===== config.mk =====
export PLATFORM = sky130hd
export DESIGN_NAME = irqbank_top
export DESIGN_NICKNAME = d
export VERILOG_FILES = /design/src/rtl/irqbank_pkg.sv /design/src/rtl/irqbank_decode.sv /design/src/rtl/irqbank_rwreg.sv /design/src/rtl/irqbank_status.sv /design/src/rtl/irqbank_pend.sv /design/src/rtl/irqbank_top.sv
export SDC_FILE = /design/constraint.sdc
export NUM_CORES = 1
export LEC_CHECK = 0
export BUFFER_PORTS_ARGS = -buffer_cell sky130_fd_sc_hd__buf_2
export CORE_UTILIZATION = 30
export DETAILED_ROUTE_END_ITERATION = 12
export SKIP_LAST_GASP = 1
export SYNTH_ARGS = -nofsm -noshare
export SYNTH_HDL_FRONTEND = slang
export SYNTH_HIERARCHICAL = 1
export SYNTH_SLANG_ARGS = --single-unit
export TNS_END_PERCENT = 1

===== constraint.sdc =====
create_clock -name clk -period 2.8 [get_ports clk]
set_input_delay 0.42 -clock clk [delete_from_list [all_inputs] [get_ports clk]]
set_output_delay 0.42 -clock clk [all_outputs]
set_load 0.1 [all_outputs]

===== src/rtl/irqbank_pkg.sv =====
package irqbank_pkg;
  localparam int WORD_W   = 32;
  localparam int NUM_REGS = 4;
  localparam int OFF_W    = $clog2(NUM_REGS);

  // Word offsets from the base address
  localparam int IDX_STAT = 0;
  localparam int IDX_EN   = 1;
  localparam int IDX_MASK = 2;
  localparam int IDX_PEND = 3;

  typedef logic [WORD_W-1:0] word_t;

  // Write-one-to-clear with set dominating the clear
  function automatic word_t w1c_update(word_t cur, word_t clr, word_t set);
    return (cur & ~clr) | set;
  endfunction

  // Clear-on-read flag; a new event overrides the clear
  function automatic logic roc_update(logic cur, logic clr, logic set);
    return set | (cur & ~clr);
  endfunction

  // Two separately gated reductions, then ORed
  function automatic logic irq_combine(word_t stat, word_t en, word_t pend, word_t mask);
    return (|(stat & en)) | (|(pend & ~mask));
  endfunction
endpackage


===== src/rtl/irqbank_decode.sv =====
module irqbank_decode
  import irqbank_pkg::*;
#(
  parameter int ADDR_W = 20,
  parameter logic [ADDR_W-1:0] BASE = 20'h16010
) (
  input  logic [ADDR_W-1:0]   addr,
  input  logic                wr,
  input  logic                rd,
  output logic [NUM_REGS-1:0] wr_sel,
  output logic [NUM_REGS-1:0] rd_sel
);
  logic hit;
  assign hit = (addr[ADDR_W-1:OFF_W] == BASE[ADDR_W-1:OFF_W]);

  for (genvar g = 0; g < NUM_REGS; g++) begin : g_sel
    assign wr_sel[g] = wr & hit & (addr[OFF_W-1:0] == OFF_W'(g));
    assign rd_sel[g] = rd & hit & (addr[OFF_W-1:0] == OFF_W'(g));
  end
endmodule


===== src/rtl/irqbank_rwreg.sv =====
module irqbank_rwreg #(
  parameter int W = 4
) (
  input  logic         clk,
  input  logic         rst_n,
  input  logic         hw_we,
  input  logic [W-1:0] hw_d,
  input  logic         sw_we,
  input  logic [W-1:0] sw_d,
  output logic [W-1:0] q
);
  // Hardware load has priority over a software write
  always_ff @(posedge clk) begin
    if (!rst_n)     q <= '0;
    else if (hw_we) q <= hw_d;
    else if (sw_we) q <= sw_d;
  end
endmodule


===== src/rtl/irqbank_status.sv =====
module irqbank_status
  import irqbank_pkg::*;
#(
  parameter int NSTAT = 4
) (
  input  logic             clk,
  input  logic             rst_n,
  input  logic             evt,
  input  logic             rd_clr,
  input  logic             hw_we,
  input  logic [NSTAT-1:1] hw_d,
  output logic [NSTAT-1:0] stat_q
);
  always_ff @(posedge clk) begin
    if (!rst_n) stat_q[0] <= 1'b0;
    else        stat_q[0] <= roc_update(stat_q[0], rd_clr, evt);
  end

  for (genvar g = 1; g < NSTAT; g++) begin : g_hwbit
    always_ff @(posedge clk) begin
      if (!rst_n)     stat_q[g] <= 1'b0;
      else if (hw_we) stat_q[g] <= hw_d[g];
    end
  end
endmodule


===== src/rtl/irqbank_pend.sv =====
module irqbank_pend
  import irqbank_pkg::*;
(
  input  logic  clk,
  input  logic  rst_n,
  input  word_t set_vec,
  input  word_t clr_vec,
  output word_t pend_q
);
  always_ff @(posedge clk) begin
    if (!rst_n) pend_q <= '0;
    else        pend_q <= w1c_update(pend_q, clr_vec, set_vec);
  end
endmodule


===== src/rtl/irqbank_top.sv =====
module irqbank_top
  import irqbank_pkg::*;
#(
  parameter int ADDR_W = 20,
  parameter logic [ADDR_W-1:0] BASE = 20'h16010,
  parameter int NSTAT = 4
) (
  input  logic              clk,
  input  logic              rst_n,
  input  logic [ADDR_W-1:0] bus_addr,
  input  logic              bus_wr,
  input  logic              bus_rd,
  input  logic [31:0]       bus_wdata,
  output logic [31:0]       bus_rdata,
  input  logic              evt_flag,
  input  logic              hw_stat_we,
  input  logic [NSTAT-1:1]  hw_stat_d,
  input  logic              hw_en_we,
  input  logic [NSTAT-1:0]  hw_en_d,
  input  logic              hw_mask_we,
  input  logic [31:0]       hw_mask_d,
  input  logic [31:0]       hw_pend_set,
  output logic              irq_out
);
  logic [NUM_REGS-1:0] wr_sel;
  logic [NUM_REGS-1:0] rd_sel;

  // Named internal events, also watched by the checker
  logic stat_rd_clr;
  logic stat_wr;
  logic pend_wr;
  word_t pend_clr_vec;

  logic [NSTAT-1:0] status_q;
  logic [NSTAT-1:0] en_q;
  word_t mask_q;
  word_t pend_q;
  word_t status_w;
  word_t en_w;

  irqbank_decode #(.ADDR_W(ADDR_W), .BASE(BASE)) u_dec (
    .addr   (bus_addr),
    .wr     (bus_wr),
    .rd     (bus_rd),
    .wr_sel (wr_sel),
    .rd_sel (rd_sel)
  );

  assign stat_rd_clr  = rd_sel[IDX_STAT];
  assign stat_wr      = wr_sel[IDX_STAT];
  assign pend_wr      = wr_sel[IDX_PEND];
  assign pend_clr_vec = pend_wr ? bus_wdata : '0;

  irqbank_status #(.NSTAT(NSTAT)) u_stat (
    .clk    (clk),
    .rst_n  (rst_n),
    .evt    (evt_flag),
    .rd_clr (stat_rd_clr),
    .hw_we  (hw_stat_we),
    .hw_d   (hw_stat_d),
    .stat_q (status_q)
  );

  irqbank_rwreg #(.W(NSTAT)) u_en (
    .clk   (clk),
    .rst_n (rst_n),
    .hw_we (hw_en_we),
    .hw_d  (hw_en_d),
    .sw_we (wr_sel[IDX_EN]),
    .sw_d  (bus_wdata[NSTAT-1:0]),
    .q     (en_q)
  );

  irqbank_rwreg #(.W(WORD_W)) u_mask (
    .clk   (clk),
    .rst_n (rst_n),
    .hw_we (hw_mask_we),
    .hw_d  (hw_mask_d),
    .sw_we (wr_sel[IDX_MASK]),
    .sw_d  (bus_wdata),
    .q     (mask_q)
  );

  irqbank_pend u_pend (
    .clk     (clk),
    .rst_n   (rst_n),
    .set_vec (hw_pend_set),
    .clr_vec (pend_clr_vec),
    .pend_q  (pend_q)
  );

  assign status_w = WORD_W'(status_q);
  assign en_w     = WORD_W'(en_q);

  // AND-OR read mux; all zero when no select is active
  assign bus_rdata = ({WORD_W{rd_sel[IDX_STAT]}} & status_w)
                   | ({WORD_W{rd_sel[IDX_EN]}}   & en_w)
                   | ({WORD_W{rd_sel[IDX_MASK]}} & mask_q)
                   | ({WORD_W{rd_sel[IDX_PEND]}} & pend_q);

  assign irq_out = irq_combine(status_w, en_w, pend_q, mask_q);
endmodule


# Yosys cells after proc, flatten, opt, wreduce, memory -nomap -nowiden
# Cells that the tools add are included.
[word_totals]
regBits = 72
in_bits = 131
[op_classes]
muxes = 5
eq_ne = 4
reduce_logical = 5
bitwise = 26
[ops]
columns = ["operator", "n"]
rows = [
  ["AND 32 bit", 4],
  ["bitwise OR 32 bit", 4],
  ["two-way mux 32 bit", 3],
  ["AND 32 x 4 -> 32 bit", 2],
  ["inverter 32 bit", 2],
  ["OR reduction 32 bit", 2],
  ["equality test 18 x 15 -> 1 bit, second input constant", 1],
  ["AND 1 bit", 10],
  ["two-way mux 4 bit", 2],
  ["AND 4 bit", 1],
  ["equality test 2 bit, second input constant", 2],
  ["nonzero test 2 bit", 2],
  ["equality test 2 x 1 -> 1 bit, second input constant", 1],
  ["zero test 2 bit", 1],
  ["bitwise OR 1 bit", 2],
  ["inverter 1 bit", 1],
]

# Logic depth before layout (Yosys ltp)
# Gate-level depths: netlist of the first run.
[logic_depth]
word_depth = 7
mapped_depth = 7
mapped_depth_nobuf = 6

# Modules after synthesis
# Netlist of the first run, hierarchy kept.
[by_module_without_submodules]
columns = ["mod", "seq_area_each_um2", "cells_per_inst", "instances", "area_each_um2"]
rows = [
  ["irqbank_rwreg at u_mask", 640.6, 141, 1, 1778.0],
  ["irqbank_pend", 640.6, 99, 1, 1114.8],
  ["irqbank_top", 0.0, 131, 1, 853.3],
  ["irqbank_rwreg at u_en", 80.1, 16, 1, 190.2],
  ["irqbank_decode", 0.0, 25, 1, 160.2],
  ["irqbank_status", 80.1, 12, 1, 142.6],
]

# Least setup slack after synthesis of the first run
# Ideal clock, no wire load.
[synth_timing]
path_kind = "input -> output"
startpoint = "in bus_addr[9]"
endpoint = "out bus_rdata[27]"
required_ns = 2.380
cell_stages = 5
path_buffers = 1
t_arrival_ns = 2.308
setup_slack_ns = 0.072
path_cell_list = "nor4_2 -> nand4b_2 -> nor3_1 -> buf_2 -> a22o_1"
[synth_rtl]
columns = ["element", "line_no", "rtl"]
rows = [
  ["start: declaration", "irqbank_top.sv:10", "input logic [ADDR_W-1:0] bus_addr,"],
  ["equality test 18 x 15 -> 1 bit", "irqbank_decode.sv:14", "assign hit = (addr[ADDR_W-1:OFF_W] == BASE[ADDR_W-1:OFF_W]);"],
  ["AND 1 bit (2 in series)", "irqbank_decode.sv:18", "assign rd_sel[g] = rd & hit & (addr[OFF_W-1:0] == OFF_W'(g));"],
  ["via rd_sel[2]", "irqbank_top.sv:26", "logic [NUM_REGS-1:0] rd_sel;"],
  ["AND 32 bit", "irqbank_top.sv:98", "| ({WORD_W{rd_sel[IDX_MASK]}} & mask_q)"],
  ["bitwise OR 32 bit", "irqbank_top.sv:98", ""],
  ["bitwise OR 32 bit", "irqbank_top.sv:99", "| ({WORD_W{rd_sel[IDX_PEND]}} & pend_q);"],
  ["end: declaration", "irqbank_top.sv:14", "output logic [31:0] bus_rdata,"],
]
# The timed path passes the listed nets, and every way through them passes these cells.

# Worst setup path after layout of the first run
[layout_timing]
startpoint = "in bus_addr[9]"
endpoint = "out bus_rdata[6]"
# Same word-level chain as after synthesis.

==> summary.md, run 1 <==
| Metric | Value |
|---|---|
| Slew HR | `54.59%` |
| Number of global-route vias before repair | `3753` |
| Crit path max-delay family | `simple AND/OR/NAND/NOR gates` |
| Final Core Density | `a little over two fifths` |
| CP bufs+invs | `3` |
| Mean Syn Cell Area | `approximately 10 sq um` |
| Final hold vios | `0` |
| Crit end category | `primary output` |
| Layout cells sized above 1 | `approximately two fifths` |
| Die Y | `~120 microns` |
| Max_cap viols | `0` |
| Htree depth | `3` |
| Core box area | `0.01383 sq mm` |
| Final setup fails | `0` |
| Via-to-Cell Ratio | `4.881` |
| Pwr Density | `431.6 mW/mm^2` |
| Area growth syn-to-layout | `41.32%` |
| CTS Sinks | `72` |
| DRC | `2` |
| DRT Pass-1 Iters | `8` |
| First-pass GRT wire length | `19550 microns` |
| Yosys warning total | `6` |
| Clock slew at reported path FFs | `~0.050 ns` |
| Syn Nets | `553` |
| Reg power frac | `44.8%` |
| Vias | `3729` |
| Slowest-stage cell, CP | `nor3_2` |
| DRT antenna net count | `0` |
| Sw Ratio | `23.53%` |
| Overflow after GRT | `0` |
| Fillers | `1334` |
| RSZ-0062 raised after global routing | `no` |
| Layout Skew | `0 ns` |
| P_sw | `0.0006072 W` |
| Die X | `120.7 microns` |
| Tcrit/Tclk final | `between 90% and 100%` |
| WL/cell | `16.65 microns` |
| HPWL Detailed | `9412 microns` |
| Cell Area, Synth | `0.004230 sq mm` |
| Setup TNS | `0 ns` |
| Max VDD drop | `0.3071 mV` |
| Gr usage total | `between 10% and 20%` |
| Arrival time at the worst endpoint | `2.12 ns` |
| Worst-Margin Slew | `0.6812 ns` |
| Failing checks | `DRC` |
| Crit path kind | `in2out` |
| Ports | `164` |
| Initial DRC Count | `120` |
| TritonCTS buffer count | `9` |
| # rows | `43` |
| Inserted Diodes | `0` |
| Root Driver | `clkbuf_16` |
| Outcome | `complete, but fails checks` |
| Final WL | `between 10000 and 15000 microns` |
| Largest stage delay on the critical path | `0.31 ns` |
| Crit-path max FO | `17` |
| Leak Pwr | `2.901 nW` |
| Worst hold-check path type | `in2reg` |
| Clk buf depth | `2` |
| CTS tree | `done` |
| Post-CTS setup buffer count | `0` |
| Syn Inst Count | `roughly 420` |
| Cts-stage hold buffer count | `0` |
| CTS resizes | `0` |
| Critical Path RT | `between 2 and 2.5 ns` |
| Die Area | `0.01458 sq mm` |
| Clock share of power | `between 40% and 50%` |
| Fin nets | `712` |
| Worst-path cell chain | `buf_2 -> nor4_2 -> nand4b_2 -> nor3_2 -> buf_4 -> a22o_1 -> buf_12` |
| Minimum clock period | `~2.5 ns` |
| Initial antenna violation count | `0` |
| Initial Util | `30.59%` |
| Fmax | `394.1 MHz` |
| Largest net degree at the start of global routing | `42` |
| Gpl congestion | `0.7499` |
| Clock Latency Late Sink | `0.33 ns` |
| Internal Power | `0.001973 W` |
| Worst Setup Start Kind | `primary input` |
| Final Max Tran Viols | `0` |
| PortBufs | `between 150 and 200` |
| Combinational power share | `13.9%` |
-- cell type report --
cell class / instances / area (sq um) / share of cell area [%]
flip-flops and latches: 72 / 1441 / 24.11
multi-input cells: 308 / 2552 / 42.70
inverters: 17 / 63.81 / 1.067
repair buffers: 173 / 1421 / 23.78
clock buffers: 14 / 274.0 / 4.584
well taps: 180 / 225.2 / 3.767
-- state kept, by name, indices dropped and copies added, names as in the netlist --
name,count
u_pend/pend_q,32
u_mask/q,32
u_stat/stat_q,4
u_en/q,4
-- metal layers --
| metal | track usage (%) | share of wire [%] | vias to the layer above |
|---|---|---|---|
| met5 | 0 | 0 | - |
| met4 | 4.630 | 1.3 | 0 |
| met3 | 3.396 | 4.9 | 15 |
| met2 | 29.56 | 48 | 123 |
| met1 | 22.72 | 46 | 1763 |
| li1 | - | - | 1828 |
-- final timing paths --
| path | endpoint | start | cells after the start | slack (ns) |
|---|---|---|---|---|
| worst max register to register | u_mask/q[0] | u_mask/q[0] | 2 | 1.86 |
| worst min register to register | u_stat/stat_q[3] | u_stat/stat_q[3] | 2 | 0.57 |
| worst min-delay path | u_pend/pend_q[3] | hw_pend_set[3] | 2 | 0.30 |
| worst max-delay path | bus_rdata[6] | bus_addr[9] | 7 | 0.26 |
-- per-stage QoR --
step	hold slack (ns)	std cells	setup slack, ns	instance area (sq um)	power (W)
after floorplan	0.5055	422	0.08956	4230	0.001364
after global placement	0.5355	750	0.3009	5704	0.001527
after detailed placement	0.5604	750	0.2631	5704	0.001538
after CTS	0.2909	764	0.2610	5978	0.002619
after global routing	0.2965	764	0.09527	5978	0.002705
final	0.2989	764	0.2628	5978	0.002580
-- placed cells by master (no fill, tap or decap), types with 4 or more instances in the layout --
cell type / count
inv_1: 17
nand2b_1: 24
or2b_1: 27
o22ai_1: 4
and2_1: 32
o21a_1: 33
buf_2: 131
clkbuf_16: 9
buf_12: 36
nand2_1: 13
o2111ai_1: 6
nor3_2: 4
a22o_1: 27
nor2b_1: 38
a22oi_1: 8
o211a_1: 36
buf_4: 6
mux2_4: 30
dfxtp_1: 72
mux2_1: 4
-- power groups by stage --
stage | clock network [W] | logic, W | registers (W)
after CTS | 0.00110 | 0.000363 | 0.00116
after floorplan | 0 | 0.000208 | 0.00116
after detailed placement | 0 | 0.000361 | 0.00118
after global placement | 0 | 0.000351 | 0.00118
after global routing | 0.00115 | 0.000393 | 0.00116
final | 0.00106 | 0.000360 | 0.00116
-- worst register-to-register path: cells and delay by family, from the launching register on --
family	cells	cell delay, ns
AO/OA/AOI/OAI	1	0.21
flip-flops	1	0.35
multiplexers	1	0.28
Power figures use the tool's default switching activity.
==> inputs of run 2 (changes only) <==
--- a/config.mk
+++ b/config.mk
@@ -6,8 +6,9 @@
 export NUM_CORES = 1
 export LEC_CHECK = 0
 export BUFFER_PORTS_ARGS = -buffer_cell sky130_fd_sc_hd__buf_2
-export CORE_UTILIZATION = 30
+export CORE_UTILIZATION = 50
 export DETAILED_ROUTE_END_ITERATION = 12
+export PLACE_DENSITY = 0.82
 export SKIP_LAST_GASP = 1
 export SYNTH_ARGS = -nofsm -noshare
 export SYNTH_HDL_FRONTEND = slang
==> run 2 against run 1 <==
Against the previous run: the flow now finishes without violations; wire length decreased by 4.5%; total power decreased by 1.5%; critical path type unchanged; register-to-register slack about the same; non-clock buffer count increased by 1; global-route usage increased by 10 points; highest routed layer unchanged; clock power about the same; final area decreased by 2.0%.
==> summary.md, run 2 (synthesis results as in run 1) <==
| Metric | Value |
|---|---|
| Area growth syn-to-layout | `38.51%` |
| Inserted Diodes | `0 (unchanged)` |
| Power Total | `0.002543 W (-1.5%)` |
| Layout Skew | `0 ns (unchanged)` |
| Fmax | `395.0 MHz (+0.23%)` |
| Clk buf depth | `2 (unchanged)` |
| Design area | `0.005859 sq mm (-2.0%)` |
| Minimum clock period | `2.531 ns (-0.005803 ns)` |
| Initial DRC Count | `121 (+0.83%)` |
| TritonCTS buffer count | `9 (unchanged)` |
| Fillers | `624 (-53%)` |
| Pwr Density | `433.9 mW/mm^2 (+0.54%)` |
| DRT antenna net count | `0 (unchanged)` |
| # rows | `33 (-23%)` |
| Cts-stage hold buffer count | `0 (unchanged)` |
| Gr usage total | `27.96% (+10 points)` |
| Leak Pwr | `2.894 nW (-0.22%)` |
| Most common cell after layout, fill and taps aside | `buf_2` |
| CTS resizes | `0 (unchanged)` |
| Die X | `93.98 microns (-22%)` |
| Setup TNS | `0 ns (unchanged)` |
| Clock Latency Late Sink | `0.33 ns (about the same)` |
| Die Y | `93.98 microns (-22%)` |
| Initial Util | `51.48% (+21 points)` |
| Largest regs | `u_mask/q x32, u_pend/pend_q x32` |
| Die Area | `0.008832 sq mm (-39%)` |
| Overflow after GRT | `0 (unchanged)` |
| Slew HR | `45.07% (-9.5 points)` |
| Final setup fails | `0 (unchanged)` |
| DRT Pass-1 Iters | `4 (-4)` |
| First-pass GRT wire length | `18960 microns (-3.0%)` |
| Initial antenna violation count | `0 (unchanged)` |
| WL/cell | `17.55 microns (+5.4%)` |
| Crit path kind | `in2out` |
| Gpl congestion | `0.8599 (+15%)` |
| Clock slew at reported path FFs | `0.08 ns (+0.03 ns)` |
| Via-to-Cell Ratio | `5.561 (+14%)` |
| Vias | `3848 (+3.2%)` |
| Tcrit/Tclk final | `90.41% (-0.21 points)` |
| Arrival time at the worst endpoint | `2.11 ns (about the same)` |
| Final WL | `12140 microns (-4.5%)` |
| Largest stage delay on the critical path | `0.29 ns (-0.02 ns)` |
| Fin nets | `713 (+0.14%)` |
| PortBufs | `163 (unchanged)` |
| RSZ-0062 raised after global routing | `no` |
| CTS Sinks | `72 (unchanged)` |
| Critical Path RT | `2.38 ns (about the same)` |
| Worst Setup Start Kind | `primary input` |
| Layout cells sized above 1 | `39.18% (+0.65 points)` |
| Max_cap viols | `0 (unchanged)` |
| Worst-Margin Slew | `0.8239 ns (+0.1427 ns)` |
| Outcome | `complete, no violations` |
| Largest net degree at the start of global routing | `42 (unchanged)` |
| Number of global-route vias before repair | `3898 (+3.9%)` |
| Final hold vios | `0 (unchanged)` |
| Crit-path max FO | `15 (-2)` |
| Max VDD drop | `0.3177 mV (+3.5%)` |
| Placed cell area | `0.005605 sq mm (-1.7%)` |
| Root Driver | `clkbuf_8` |
| Crit end category | `primary output` |
| DRC | `0 (-2)` |
| Htree depth | `3 (unchanged)` |
| Ports | `164 (unchanged)` |
| CTS tree | `done` |
| Placed Instances | `676 (-9.9%)` |
| Slowest-stage cell, CP | `nor4b_4` |
| Post-route insts no fill | `692 (-9.4%)` |
| HPWL Detailed | `8807 microns (-6.4%)` |
| Core box area | `0.008217 sq mm (-41%)` |
| Final Core Density | `71.31% (+28 points)` |
| Post-CTS setup buffer count | `0 (unchanged)` |
| Worst hold-check path type | `in2reg` |
| Final Max Tran Viols | `0 (unchanged)` |
| Most frequent cells in the layout | `buf_2 (131), dfxtp_1 (72), nor2b_1 (38), o211a_1 (36), buf_12 (35)` |
| Worst-path cell chain | `buf_2 -> nor4b_4 -> nand4b_2 -> nor3_2 -> buf_4 -> a22oi_1 -> nand2_1 -> buf_12` |
-- run 2: changes by cell type in the layout (fill, tap and decap cells not counted), sizes merged --
cell      delta
buf          +1
clkinv       +1
clkbuf       -3
clkinvlp     +1
bufinv       +3
-- run 2: power by group --
group	total [W]	switching (W)	leakage [nW]	internal, W
clock	0.00103	0.000391	0.126	0.000639
combinational	0.000358	0.000147	2.17	0.000211
sequential	0.00115	0.0000568	0.601	0.00110
total	0.00254	0.000595	2.89	0.00195
-- run 2: stage by stage --
stage | hold slack [ns] | worst slack [ns]
5_1_grt | 0.2872 | 0.1679
4_1_cts | 0.2814 | 0.2698
6_report | 0.2889 | 0.2686
3_5_place_dp | 0.5608 | 0.2797
2_1_floorplan | 0.5055 | 0.08956
3_3_place_gp | 0.5285 | 0.3386
-- run 2: final cells by class --
type	instances	area, sq um	area share, %
multi-input combinational	308	2552	43.56
sequential	72	1441	24.60
timing repair buffer	174	1416	24.17
clock buffer	11	151.4	2.584
tap	105	131.4	2.242
clock inverter	5	102.6	1.751
inverter	17	63.81	1.089
-- run 2: final timing paths --
check | startpoint | end | slack [ns] | depth (start not counted)
setup / recovery | bus_addr[19] | bus_rdata[1] | 0.27 | 8
hold / removal | hw_pend_set[19] | u_pend/pend_q[19] | 0.29 | 2
setup reg to reg | u_mask/q[2] | u_mask/q[2] | 1.87 | 2
hold reg to reg | u_stat/stat_q[1] | u_stat/stat_q[1] | 0.58 | 2
-- run 2: worst max-delay path, delay by kind of cell --
family	cells	cell delay, ns
AND/OR/NAND/NOR	4	0.98
buffers and inverters	3	0.57
AO/OA/AOI/OAI	1	0.14
-- run 2: per-layer routing --
layer  vias to the layer above  track usage (%)  part of all wire, %
li1                       1829                -                    -
met1                      1823            35.14                   42
met2                       169            47.81                   49
met3                        27            4.288                  6.7
met4                         0            10.77                  2.6
met5                         -                0                    0
==> inputs of run 3 (changes only) <==
--- a/config.mk
+++ b/config.mk
@@ -6,6 +6,7 @@
 export NUM_CORES = 1
 export LEC_CHECK = 0
 export BUFFER_PORTS_ARGS = -buffer_cell sky130_fd_sc_hd__buf_2
+export CORE_ASPECT_RATIO = 1.5
 export CORE_UTILIZATION = 50
 export DETAILED_ROUTE_END_ITERATION = 12
 export PLACE_DENSITY = 0.82
==> run 3 against run 2 <==
Against the previous run: register-to-register slack barely moved; combinational power fell by 1%; count of clock-buffer cells in the layout rose by 1; clock power barely moved; sequential share of layout area barely moved; first-iteration DRC count rose by 97%; wire length rose by 0.65%; hold slack improved by 0.013 ns; cell count rose by 0.29%; global-route usage rose by 0.12 points; final area barely moved; critical endpoint is now bus_rdata[15].
==> summary.md, run 3 (synthesis results as in run 1) <==
| Metric | Value |
|---|---|
| Outcome | `complete, no violations` |
| Largest net degree at the start of global routing | `55 (+31%)` |
| Arrival time at the worst endpoint | `2.09 ns (-0.02 ns)` |
| # rows | `40 (+21%)` |
| Clock share of power | `40.3% (-0.2 points)` |
| DRT antenna net count | `0 (unchanged)` |
| Worst reg2reg path depth | `2 (unchanged)` |
| PortBufs | `163 (unchanged)` |
| Post-CTS setup buffer count | `0 (unchanged)` |
| Power Total | `0.002533 W (-0.38%)` |
| Overflow after GRT | `0 (unchanged)` |
| Internal Power | `0.001925 W (-1.1%)` |
| DRC | `0 (unchanged)` |
| Sw Ratio | `23.99% (+0.58 points)` |
| Root Driver | `clkbuf_16` |
| Cts-stage hold buffer count | `0 (unchanged)` |
| Leak Pwr | `2.896 nW (about the same)` |
| Fmax | `397.8 MHz (+0.69%)` |
| Vias | `3840 (-0.21%)` |
| Final setup fails | `0 (unchanged)` |
| P_sw | `0.0006076 W (+2.1%)` |
| Fin Hold WS | `0.3018 ns (+0.01293 ns)` |
| Crit Reg-Reg Startpoint | `u_mask/q[19]` |
| Crit end category | `primary output` |
| Fin nets | `714 (+0.14%)` |
| Final hold vios | `0 (unchanged)` |
| CTS tree | `done` |
| Clock Latency Late Sink | `0.32 ns (about the same)` |
| Gr usage total | `28.09% (+0.12 points)` |
| Initial antenna violation count | `2 (+2)` |
| Number of global-route vias before repair | `4045 (+3.8%)` |
| Layout Skew | `0 ns (unchanged)` |
| R2R Path End | `u_mask/q[19]` |
| Core box area | `0.008108 sq mm (-1.3%)` |
| Clock slew at reported path FFs | `0.06 ns (-0.02 ns)` |
| CTS resizes | `0 (unchanged)` |
| Area growth syn-to-layout | `38.48% (about the same)` |
| DRT Pass-1 Iters | `4 (unchanged)` |
| Final Max Tran Viols | `0 (unchanged)` |
| Critical Path RT | `2.38 ns (about the same)` |
| HP Start | `hw_pend_set[11]` |
| Reg power frac | `45.8% (+0.4 points)` |
| Minimum clock period | `2.514 ns (-0.01741 ns)` |
| Reg-to-reg slack, setup | `1.86 ns (about the same)` |
| Busiest grt layer | `met2` |
| Placed cell area | `0.005588 sq mm (-0.31%)` |
| Most common cell after layout, fill and taps aside | `buf_2` |
| Worst hold-check path type | `in2reg` |
| Slew HR | `39.56% (-5.5 points)` |
| Ports | `164 (unchanged)` |
| Combinational power share | `13.9% (-0.2 points)` |
| Worst-Margin Slew | `0.9066 ns (+0.08268 ns)` |
| Largest regs | `u_mask/q x32, u_pend/pend_q x32` |
| Die Y | `114.7 microns (+22%)` |
| Design area | `0.005858 sq mm (about the same)` |
| Hold path depth | `2 (unchanged)` |
| Initial Util | `52.18% (+0.69 points)` |
| Die X | `77.10 microns (-18%)` |
| Met1 Track Usage GR | `29.78% (-5.4 points)` |
| Most frequent cells in the layout | `buf_2 (131), dfxtp_1 (72), nor2b_1 (38), o211a_1 (36)` |
| Worst Setup Start Kind | `primary input` |
| Setup TNS | `0 ns (unchanged)` |
| HPWL Detailed | `9084 microns (+3.1%)` |
| Met3 usage | `5.498% (+1.2 points)` |
| RSZ-0062 raised after global routing | `no` |
| Grt met2 use | `51.96% (+4.2 points)` |
| Crit path kind | `in2out` |
| Max VDD drop | `0.4249 mV (+34%)` |
| Initial DRC Count | `238 (+97%)` |
| Gpl congestion | `0.8495 (-1.2%)` |
| Max_cap viols | `0 (unchanged)` |
| First-pass GRT wire length | `19130 microns (+0.87%)` |
| Pwr Density | `432.4 mW/mm^2 (-0.36%)` |
| WL/cell | `17.61 microns (+0.36%)` |
| Die Area | `0.008840 sq mm (about the same)` |
| Clk buf depth | `2 (unchanged)` |
| Htree depth | `3 (unchanged)` |
| Crit-path max FO | `19 (+4)` |
| Tcrit/Tclk final | `89.78% (-0.62 points)` |
| TritonCTS buffer count | `9 (unchanged)` |
| CTS Sinks | `72 (unchanged)` |
| WHS Endpoint | `u_pend/pend_q[11]` |
| Final WL | `12220 microns (+0.65%)` |
| Via-to-Cell Ratio | `5.533 (-0.50%)` |
| Layout cells sized above 1 | `38.84% (-0.34 points)` |
| Fillers | `633 (+1.4%)` |
| Final Core Density | `72.25% (+0.94 points)` |
run 3: worst max path at each step:
stage	start	end	slack [ns]	depth (start not counted)
finish	bus_addr[9]	bus_rdata[15]	0.29	7
global route	bus_addr[9]	bus_rdata[31]	0.13	7
CTS	bus_addr[9]	bus_rdata[15]	0.29	7
detailed placement	bus_addr[9]	bus_rdata[15]	0.28	7
global placement	bus_addr[9]	bus_rdata[2]	0.37	8
floorplan	bus_addr[9]	bus_rdata[27]	0.09	5
run 3: power by group through the flow:
stage	Combinational [W]	Clock [W]	Sequential, W
floorplan	0.000208	0	0.00116
global placement	0.000335	0	0.00118
detailed placement	0.000349	0	0.00118
CTS	0.000352	0.00105	0.00116
global route	0.000383	0.00108	0.00117
finish	0.000353	0.00102	0.00116
run 3: routing by layer:
| metal | wire (microns) | vias up |
|---|---|---|
| met4 | 412 | 0 |
| met3 | 683 | 33 |
| li1 | - | 1835 |
| met1 | 4557 | 1811 |
| met2 | 6571 | 161 |
| met5 | 0 | - |
run 3: metrics by stage:
| step | cells | worst slack (ns) |
|---|---|---|
| finish | 694 | 0.2860 |
| global route | 694 | 0.1252 |
| CTS | 692 | 0.2853 |
| detailed placement | 677 | 0.2837 |
| global placement | 677 | 0.3693 |
| floorplan | 422 | 0.08956 |
run 3: cell type report:
| class | count | area (sq um) | area share [%] |
|---|---|---|---|
| well taps | 105 | 131.4 | 2.243 |
| diodes | 2 | 5.005 | 0.08543 |
| flip-flops and latches | 72 | 1441 | 24.60 |
| clock inverters | 3 | 18.77 | 0.3204 |
| multi-input cells | 308 | 2552 | 43.57 |
| clock buffers | 12 | 246.5 | 4.208 |
| inverters | 17 | 63.81 | 1.089 |
| repair buffers | 175 | 1399 | 23.88 |
run 3: worst max-delay path, stage by stage:
cell and delay, ns:
buf_2 0.10, nor4_2 0.29, nand4b_2 0.27, nor3_2 0.29
buf_4 0.29, a22o_1 0.23, buf_12 0.19
